--- config.mk ---
export PLATFORM = sky130hd
export DESIGN_NAME = gpio_quad_regbank
export DESIGN_NICKNAME = d
export VERILOG_FILES = /design/src/rtl/gpio_quad_pkg.sv /design/src/rtl/gpio_quad_sampler.sv /design/src/rtl/gpio_quad_regs.sv /design/src/rtl/gpio_quad_rdmux.sv /design/src/rtl/gpio_quad_regbank.sv
export SDC_FILE = /design/constraint.sdc
export NUM_CORES = 1
export LEC_CHECK = 0
export ABC_AREA = 1
export CORE_MARGIN = 2
export CORE_UTILIZATION = 50
export DETAILED_ROUTE_END_ITERATION = 8
export DONT_BUFFER_PORTS = 1
export GPL_TIMING_DRIVEN = 0
export PLACE_DENSITY_LB_ADDON = 0.05
export REMOVE_ABC_BUFFERS = 1
export SLEW_MARGIN = 10
export SYNTH_ARGS = -nofsm -noshare
export SYNTH_HDL_FRONTEND = slang
export SYNTH_SLANG_ARGS = --single-unit
--- constraint.sdc ---
create_clock -name clk -period 1.9 [get_ports clk]
set_input_delay 0.475 -clock clk [delete_from_list [all_inputs] [get_ports clk]]
set_output_delay 0.475 -clock clk [all_outputs]
set_load 0.03 [all_outputs]
--- src/rtl/gpio_quad_pkg.sv ---
package gpio_quad_pkg;
  typedef enum logic [1:0] {
    IDX_PINS   = 2'd0,
    IDX_DRIVE  = 2'd1,
    IDX_INVERT = 2'd2,
    IDX_DIR    = 2'd3
  } gpio_idx_e;
endpackage

--- src/rtl/gpio_quad_sampler.sv ---
module gpio_quad_sampler #(
  parameter int PIN_W  = 4,
  parameter int STAGES = 2
) (
  input  logic             clk,
  input  logic             rst_n,
  input  logic [PIN_W-1:0] din,
  input  logic             sample,
  output logic [PIN_W-1:0] cap_q
);
  localparam int LAST = STAGES - 1;

  logic [PIN_W-1:0] chain [STAGES];

  always_ff @(posedge clk) begin
    if (!rst_n) chain[0] <= '1;
    else        chain[0] <= din;
  end

  for (genvar s = 1; s < STAGES; s++) begin : g_stage
    always_ff @(posedge clk) begin
      if (!rst_n) chain[s] <= '1;
      else        chain[s] <= chain[s-1];
    end
  end

  always_ff @(posedge clk) begin
    if (!rst_n)      cap_q <= '1;
    else if (sample) cap_q <= chain[LAST];
  end
endmodule

--- src/rtl/gpio_quad_regs.sv ---
module gpio_quad_regs
  import gpio_quad_pkg::*;
#(
  parameter int REG_W = 8
) (
  input  logic             clk,
  input  logic             rst_n,
  input  logic             wr_en,
  input  gpio_idx_e        wr_idx,
  input  logic [REG_W-1:0] wr_data,
  output logic [REG_W-1:0] drive_q,
  output logic [REG_W-1:0] invert_q,
  output logic [REG_W-1:0] dir_q
);
  always_ff @(posedge clk) begin
    if (!rst_n) begin
      drive_q  <= '1;
      invert_q <= '0;
      dir_q    <= '1;
    end else if (wr_en) begin
      unique case (wr_idx)
        IDX_DRIVE:  drive_q  <= wr_data;
        IDX_INVERT: invert_q <= wr_data;
        IDX_DIR:    dir_q    <= wr_data;
        default:    ;
      endcase
    end
  end
endmodule

--- src/rtl/gpio_quad_rdmux.sv ---
module gpio_quad_rdmux
  import gpio_quad_pkg::*;
#(
  parameter int PIN_W = 4,
  parameter int REG_W = 8
) (
  input  gpio_idx_e        idx,
  input  logic [PIN_W-1:0] cap,
  input  logic [REG_W-1:0] drive_q,
  input  logic [REG_W-1:0] invert_q,
  input  logic [REG_W-1:0] dir_q,
  output logic [REG_W-1:0] rd_data
);
  localparam int PAD_W = REG_W - PIN_W;

  logic [REG_W-1:0] pins_byte;
  assign pins_byte = {{PAD_W{1'b1}}, cap ^ invert_q[PIN_W-1:0]};

  always_comb begin
    unique case (idx)
      IDX_PINS:   rd_data = pins_byte;
      IDX_DRIVE:  rd_data = drive_q;
      IDX_INVERT: rd_data = invert_q;
      default:    rd_data = dir_q;
    endcase
  end
endmodule

--- src/rtl/gpio_quad_regbank.sv ---
module gpio_quad_regbank
  import gpio_quad_pkg::*;
#(
  parameter int PIN_W       = 4,
  parameter int REG_W       = 8,
  parameter int SYNC_STAGES = 2
) (
  input  logic             clk,
  input  logic             rst_n,
  input  logic [1:0]       reg_idx,
  input  logic [REG_W-1:0] wr_data,
  input  logic             wr_en,
  input  logic             rd_stb,
  output logic [REG_W-1:0] rd_data,
  input  logic [PIN_W-1:0] pin_in,
  output logic [PIN_W-1:0] pin_oe,
  output logic [PIN_W-1:0] pin_out
);
  gpio_idx_e        idx;
  logic [PIN_W-1:0] cap_q;
  logic [REG_W-1:0] drive_q, invert_q, dir_q;

  assign idx = gpio_idx_e'(reg_idx);

  gpio_quad_sampler #(.PIN_W(PIN_W), .STAGES(SYNC_STAGES)) u_sampler (
    .clk(clk), .rst_n(rst_n), .din(pin_in), .sample(rd_stb), .cap_q(cap_q)
  );

  gpio_quad_regs #(.REG_W(REG_W)) u_regs (
    .clk(clk), .rst_n(rst_n), .wr_en(wr_en), .wr_idx(idx), .wr_data(wr_data),
    .drive_q(drive_q), .invert_q(invert_q), .dir_q(dir_q)
  );

  gpio_quad_rdmux #(.PIN_W(PIN_W), .REG_W(REG_W)) u_rdmux (
    .idx(idx), .cap(cap_q), .drive_q(drive_q), .invert_q(invert_q),
    .dir_q(dir_q), .rd_data(rd_data)
  );

  for (genvar i = 0; i < PIN_W; i++) begin : g_pin
    assign pin_oe[i]  = ~dir_q[i];
    assign pin_out[i] = ~dir_q[i] & drive_q[i];
  end
endmodule

# ---- Word level (Yosys, flattened, before mapping)
# Memories as Yosys holds them, arrays and structs flattened. A register that Yosys moved wholly into a read port is not among the register bits.
# Cells that the tools add are included.
dict set report word_totals {
  word_cells 28
  romBits 0
  ramBits 8
  mem_count 1
  latchBits 0
  regBits 24
}
# name words word_bits rd rd_ports_with_merged_regs write_ports line_no
set mem_list {}
lappend mem_list {u_sampler.chain 2 4 2 1 2 gpio_quad_sampler.sv:13} ;# logic [PIN_W-1:0] chain [STAGES];
dict set report classes {
  n_div 0
  n_eq_ne 3
  add_sub_neg 0
  bitwise_logic 11
  mux 5
  reduce_logical 5
  order_cmp 0
  n_mul 0
  n_shift 0
}
# cell count
set ops {}
lappend ops {{case mux 8 bit (3 select lines)} 1}
lappend ops {{two-way mux 4 bit} 2}
lappend ops {{AND reduction 2 bit} 3}
lappend ops {{bitwise AND 1 bit} 4}
lappend ops {{== test 2 bit (second input constant)} 2}
lappend ops {{NOT 1 bit} 4}
lappend ops {{XOR 4 bit} 1}
lappend ops {{== test 2 x 1 -> 1 bit (second input constant)} 1}
lappend ops {{zero test 2 bit} 1}
lappend ops {{two-way mux 1 bit} 2}
lappend ops {{bitwise OR 1 bit} 2}
lappend ops {{zero test 1 bit} 1}

# ---- Depth between registers and ports, before layout
dict set report logic_depth {
  depth_word 2
  depth_mapped 7
  depth_no_buf 5
}

# ---- By module
# From an unflattened synthesis, not the netlist that was laid out.
dict set report unflattened {
  hier_cells 243
  hier_area_um2 1671.6
}
# module area_each_um2 cells_each instances
set by_module_without_submodules {}
lappend by_module_without_submodules {gpio_quad_regs 959.7 123 1}
lappend by_module_without_submodules {gpio_quad_sampler 361.6 42 1}
lappend by_module_without_submodules {gpio_quad_rdmux 295.3 66 1}
lappend by_module_without_submodules {gpio_quad_regbank 55.1 12 1}

# ---- Worst setup path before layout
# No wires, ideal clock.
dict set report synth_path {
  path_kind {input port to output port}
  start {input port reg_idx[1]}
  end {output port rd_data[4]}
  t_arrival_ns 1.251
  cell_stages 5
  setup_slack_ns 0.174
  required_ns 1.425
  path_cell_list {buf_4 > nand2_2 > inv_1 > nand2_1 > o211ai_1}
}
dict set report synth_between {
  elab_chain_cells 2
}
# item line_no
set synth_lines {}
lappend synth_lines {{start, declared} gpio_quad_regbank.sv:10} ;# input logic [1:0] reg_idx,
lappend synth_lines {{== test 2 bit, or another cell as far along} gpio_quad_rdmux.sv:20} ;# unique case (idx)
lappend synth_lines {{case mux 8 bit (3 select lines) *} gpio_quad_rdmux.sv:20}
lappend synth_lines {{end, declared} gpio_quad_regbank.sv:14} ;# output logic [REG_W-1:0] rd_data,
# Mark *: on every way between the ends. The rest lies on a longest branch, timed or not.

# ---- Worst setup path after layout
dict set report layout_path {
  start {register u_regs.invert_q[4]}
  end {output port rd_data[4]}
}
dict set report layout_between {
  elab_chain_cells 1
}
# item line_no
set layout_lines {}
lappend layout_lines {{start, declared} gpio_quad_regs.sv:12} ;# output logic [REG_W-1:0] invert_q,
lappend layout_lines {{start signal, assigned} gpio_quad_regs.sv:23} ;# IDX_INVERT: invert_q <= wr_data;
lappend layout_lines {{case mux 8 bit (3 select lines)} gpio_quad_rdmux.sv:20}
# Every way passes these cells.

==> flow_summary.ini <==
[cells_and_area]
ff_latch_area_um2 = 721
finalNetCount = 251
drive_gt1_frac = 0.0598
multi_input_area_um2 = 699
insertedDiodeCount = 0
postLayoutCellArea_um2 = 1690
synthToLayoutAreaGrowth_pct = 2.59
final_cell_mix = 75 x nand2_1, 43 x nand3_1, 36 x dfxtp_1, 34 x inv_1, 21 x nor2_1
fill_cells = 341
final_common_cell = nand2_1

[grt]
grt_pass1_vias = 1346
track_usage = 0.217
grt_pass1_wl_um = 5840
antenna_found_initial = 0
grt_max_degree = 37
grt_overflow = 0

[drt]
ant_nets = 0
wirelength_um = 3550
drc = 0
detail_route.vias_per_cell = 5.13
drtPass1Iterations = 4
drt_iter0_markers = 51
wire_per_inst_um = 12.8
num_vias = 1427

[yosys]
synth_cell_type_count = 19
synthTopCellsByArea = dfxtp_1 44%, nand2_1 17%, nand3_1 13%, inv_1 7.8%, nor2_1 4.8%
syn_area_per_cell_um2 = 6.97
synth_area_um2 = 1650
yosys.area.top_type = dfxtp_1
synth_top_area_frac = 0.438
ys_ff_latch = 36
yosys_warnings = 0
seq_area_frac_synth = 0.438
synth_cells = 236

[clocking]
cts_num_sinks = 36
htree_levels = 2
cts_resized = 0
cts_made_buffers = 5
ctsHoldBuffers = 0
cts_setup_buffers = 0
cts_buffer_depth = 2
cts.clk_slew.worst_paths_ns = 0.10
clock_latency_ns = 0.34
cts.root.buffer_cell = clkbuf_4
cts_tree = built

[worst_hold_path]
hold_path.class = in2reg
hold_start = rst_n

[pwr]
power.leakage_uw = 0.000943
power_frac_comb = 0.135
switching_share = 0.283
clockPowerShare = 0.297
seq_power_share = 0.568
power_density_nw_per_um2 = 851
peakVddDrop_uv = 512
p_sw_uw = 407
intPower_uw = 1030

[sta]
fin_crit_sh = 0.909
drv_slew = 0
setup_tns_ns = 0
fmax_mhz = 579
hold_violations = 0
period_needed_ns = 1.73
clock_skew_ns = 0.00158
rsz0062_at_grt = no
maxSlewHeadroom = 0.556
tightest_slew_ns = 0.663
setup_violations = 0

[floorplanning]
rows = 20
die_height_um = 61.4
io_pins = 34
core_um2 = 3100
dieArea_um2 = 3770
fp.dieW_um = 61.4
initial_core_util = 0.530

[setup_path]
end_kind = output port
critPathMaxFanout = 2
crit_path_start = u_regs.invert_q[4]
crit_required_ns = 1.42
cp_data_arrival_time_ns = 1.25
critPathLaunchType = flip-flop
path_class = reg2out
r2r_start = u_regs.invert_q[2]

[placement]
portBuffers = 0
place_hpwl_um = 2450
place.gp.congestion = 0.798
placed_area_um2 = 1630

[run_status]
status = finished clean

[job]
max_cap_violations = 0
[worst max-delay path: stages (launching register included)]
cell and delay [ns]:
dfxtp_1 0.32, inv_1 0.04, o211ai_1 0.55
[state kept, by name (all words and copies together) (netlist names)]
name,flops
u_sampler.chain,8
u_regs.drive_q,8
u_regs.dir_q,8
u_sampler.cap_q,4
u_regs.invert_q,8
[final cells by class]
class,instances,area share
tap,44,0.0326
sequential,36,0.427
clock buffer,8,0.0348
inverter,37,0.0912
multi-input combinational,153,0.414
[metrics by stage]
step           worst slack [ns]  utilization  cells  hold WS, ns  power (µW)
5_1_grt                  0.0779        0.544    278        0.180        1510
4_1_cts                   0.138        0.544    278        0.177        1450
3_5_place_dp              0.177        0.525    270        0.391        1030
6_report                  0.172        0.544    278        0.202        1440
2_1_floorplan             0.354            -    226        0.380         996
3_3_place_gp              0.178        0.525    270        0.381        1020
[synth_stat cells]
master	count
buf_2	3
buf_4	2
buf_6	3
clkbuf_1	2
dfxtp_1	36
inv_1	34
inv_4	1
inv_6	1
inv_8	1
nand2_1	75
nand2_2	1
nand2_4	1
nand3_1	43
nand3_4	1
nor2_1	21
nor2_4	1
nor2_8	1
o211ai_1	5
o21ai_0	4
[cell families (layout without fill, tap and decap cells)]
family,Yosys count,count (layout),synth area share
flops,36,36,0.438
buf+inv,47,45,0.137
compound gates,9,9,0.0350
simple gates,144,144,0.390
[final timing paths]
check,to,slack (ns),cells past startpoint
max reg2reg,u_regs.invert_q[2],1.22,4
min reg2reg,u_sampler.chain[1][3],0.41,2
min,u_sampler.chain[0][0],0.20,1
max,rd_data[4],0.17,2
[power groups by stage]
| stage | registers, µW | logic (µW) | clock network, µW |
|---|---|---|---|
| finish | 815 | 194 | 427 |
| global route | 819 | 220 | 474 |
| CTS | 815 | 197 | 442 |
| detailed placement | 833 | 196 | 0 |
| global placement | 831 | 192 | 0 |
| floorplan | 827 | 169 | 0 |
[layer usage]
| layer | routed length (µm) | global-route usage | part of all wire | vias to the layer above |
|---|---|---|---|---|
| met5 | 0 | 0 | 0 | - |
| met4 | 51 | 0.0973 | 0.014 | 0 |
| met3 | 335 | 0.0819 | 0.094 | 6 |
| met2 | 1650 | 0.342 | 0.47 | 50 |
| met1 | 1510 | 0.264 | 0.42 | 648 |
| li1 | - | - | - | 723 |
Note: power is estimated with default switching activity, not from simulation.
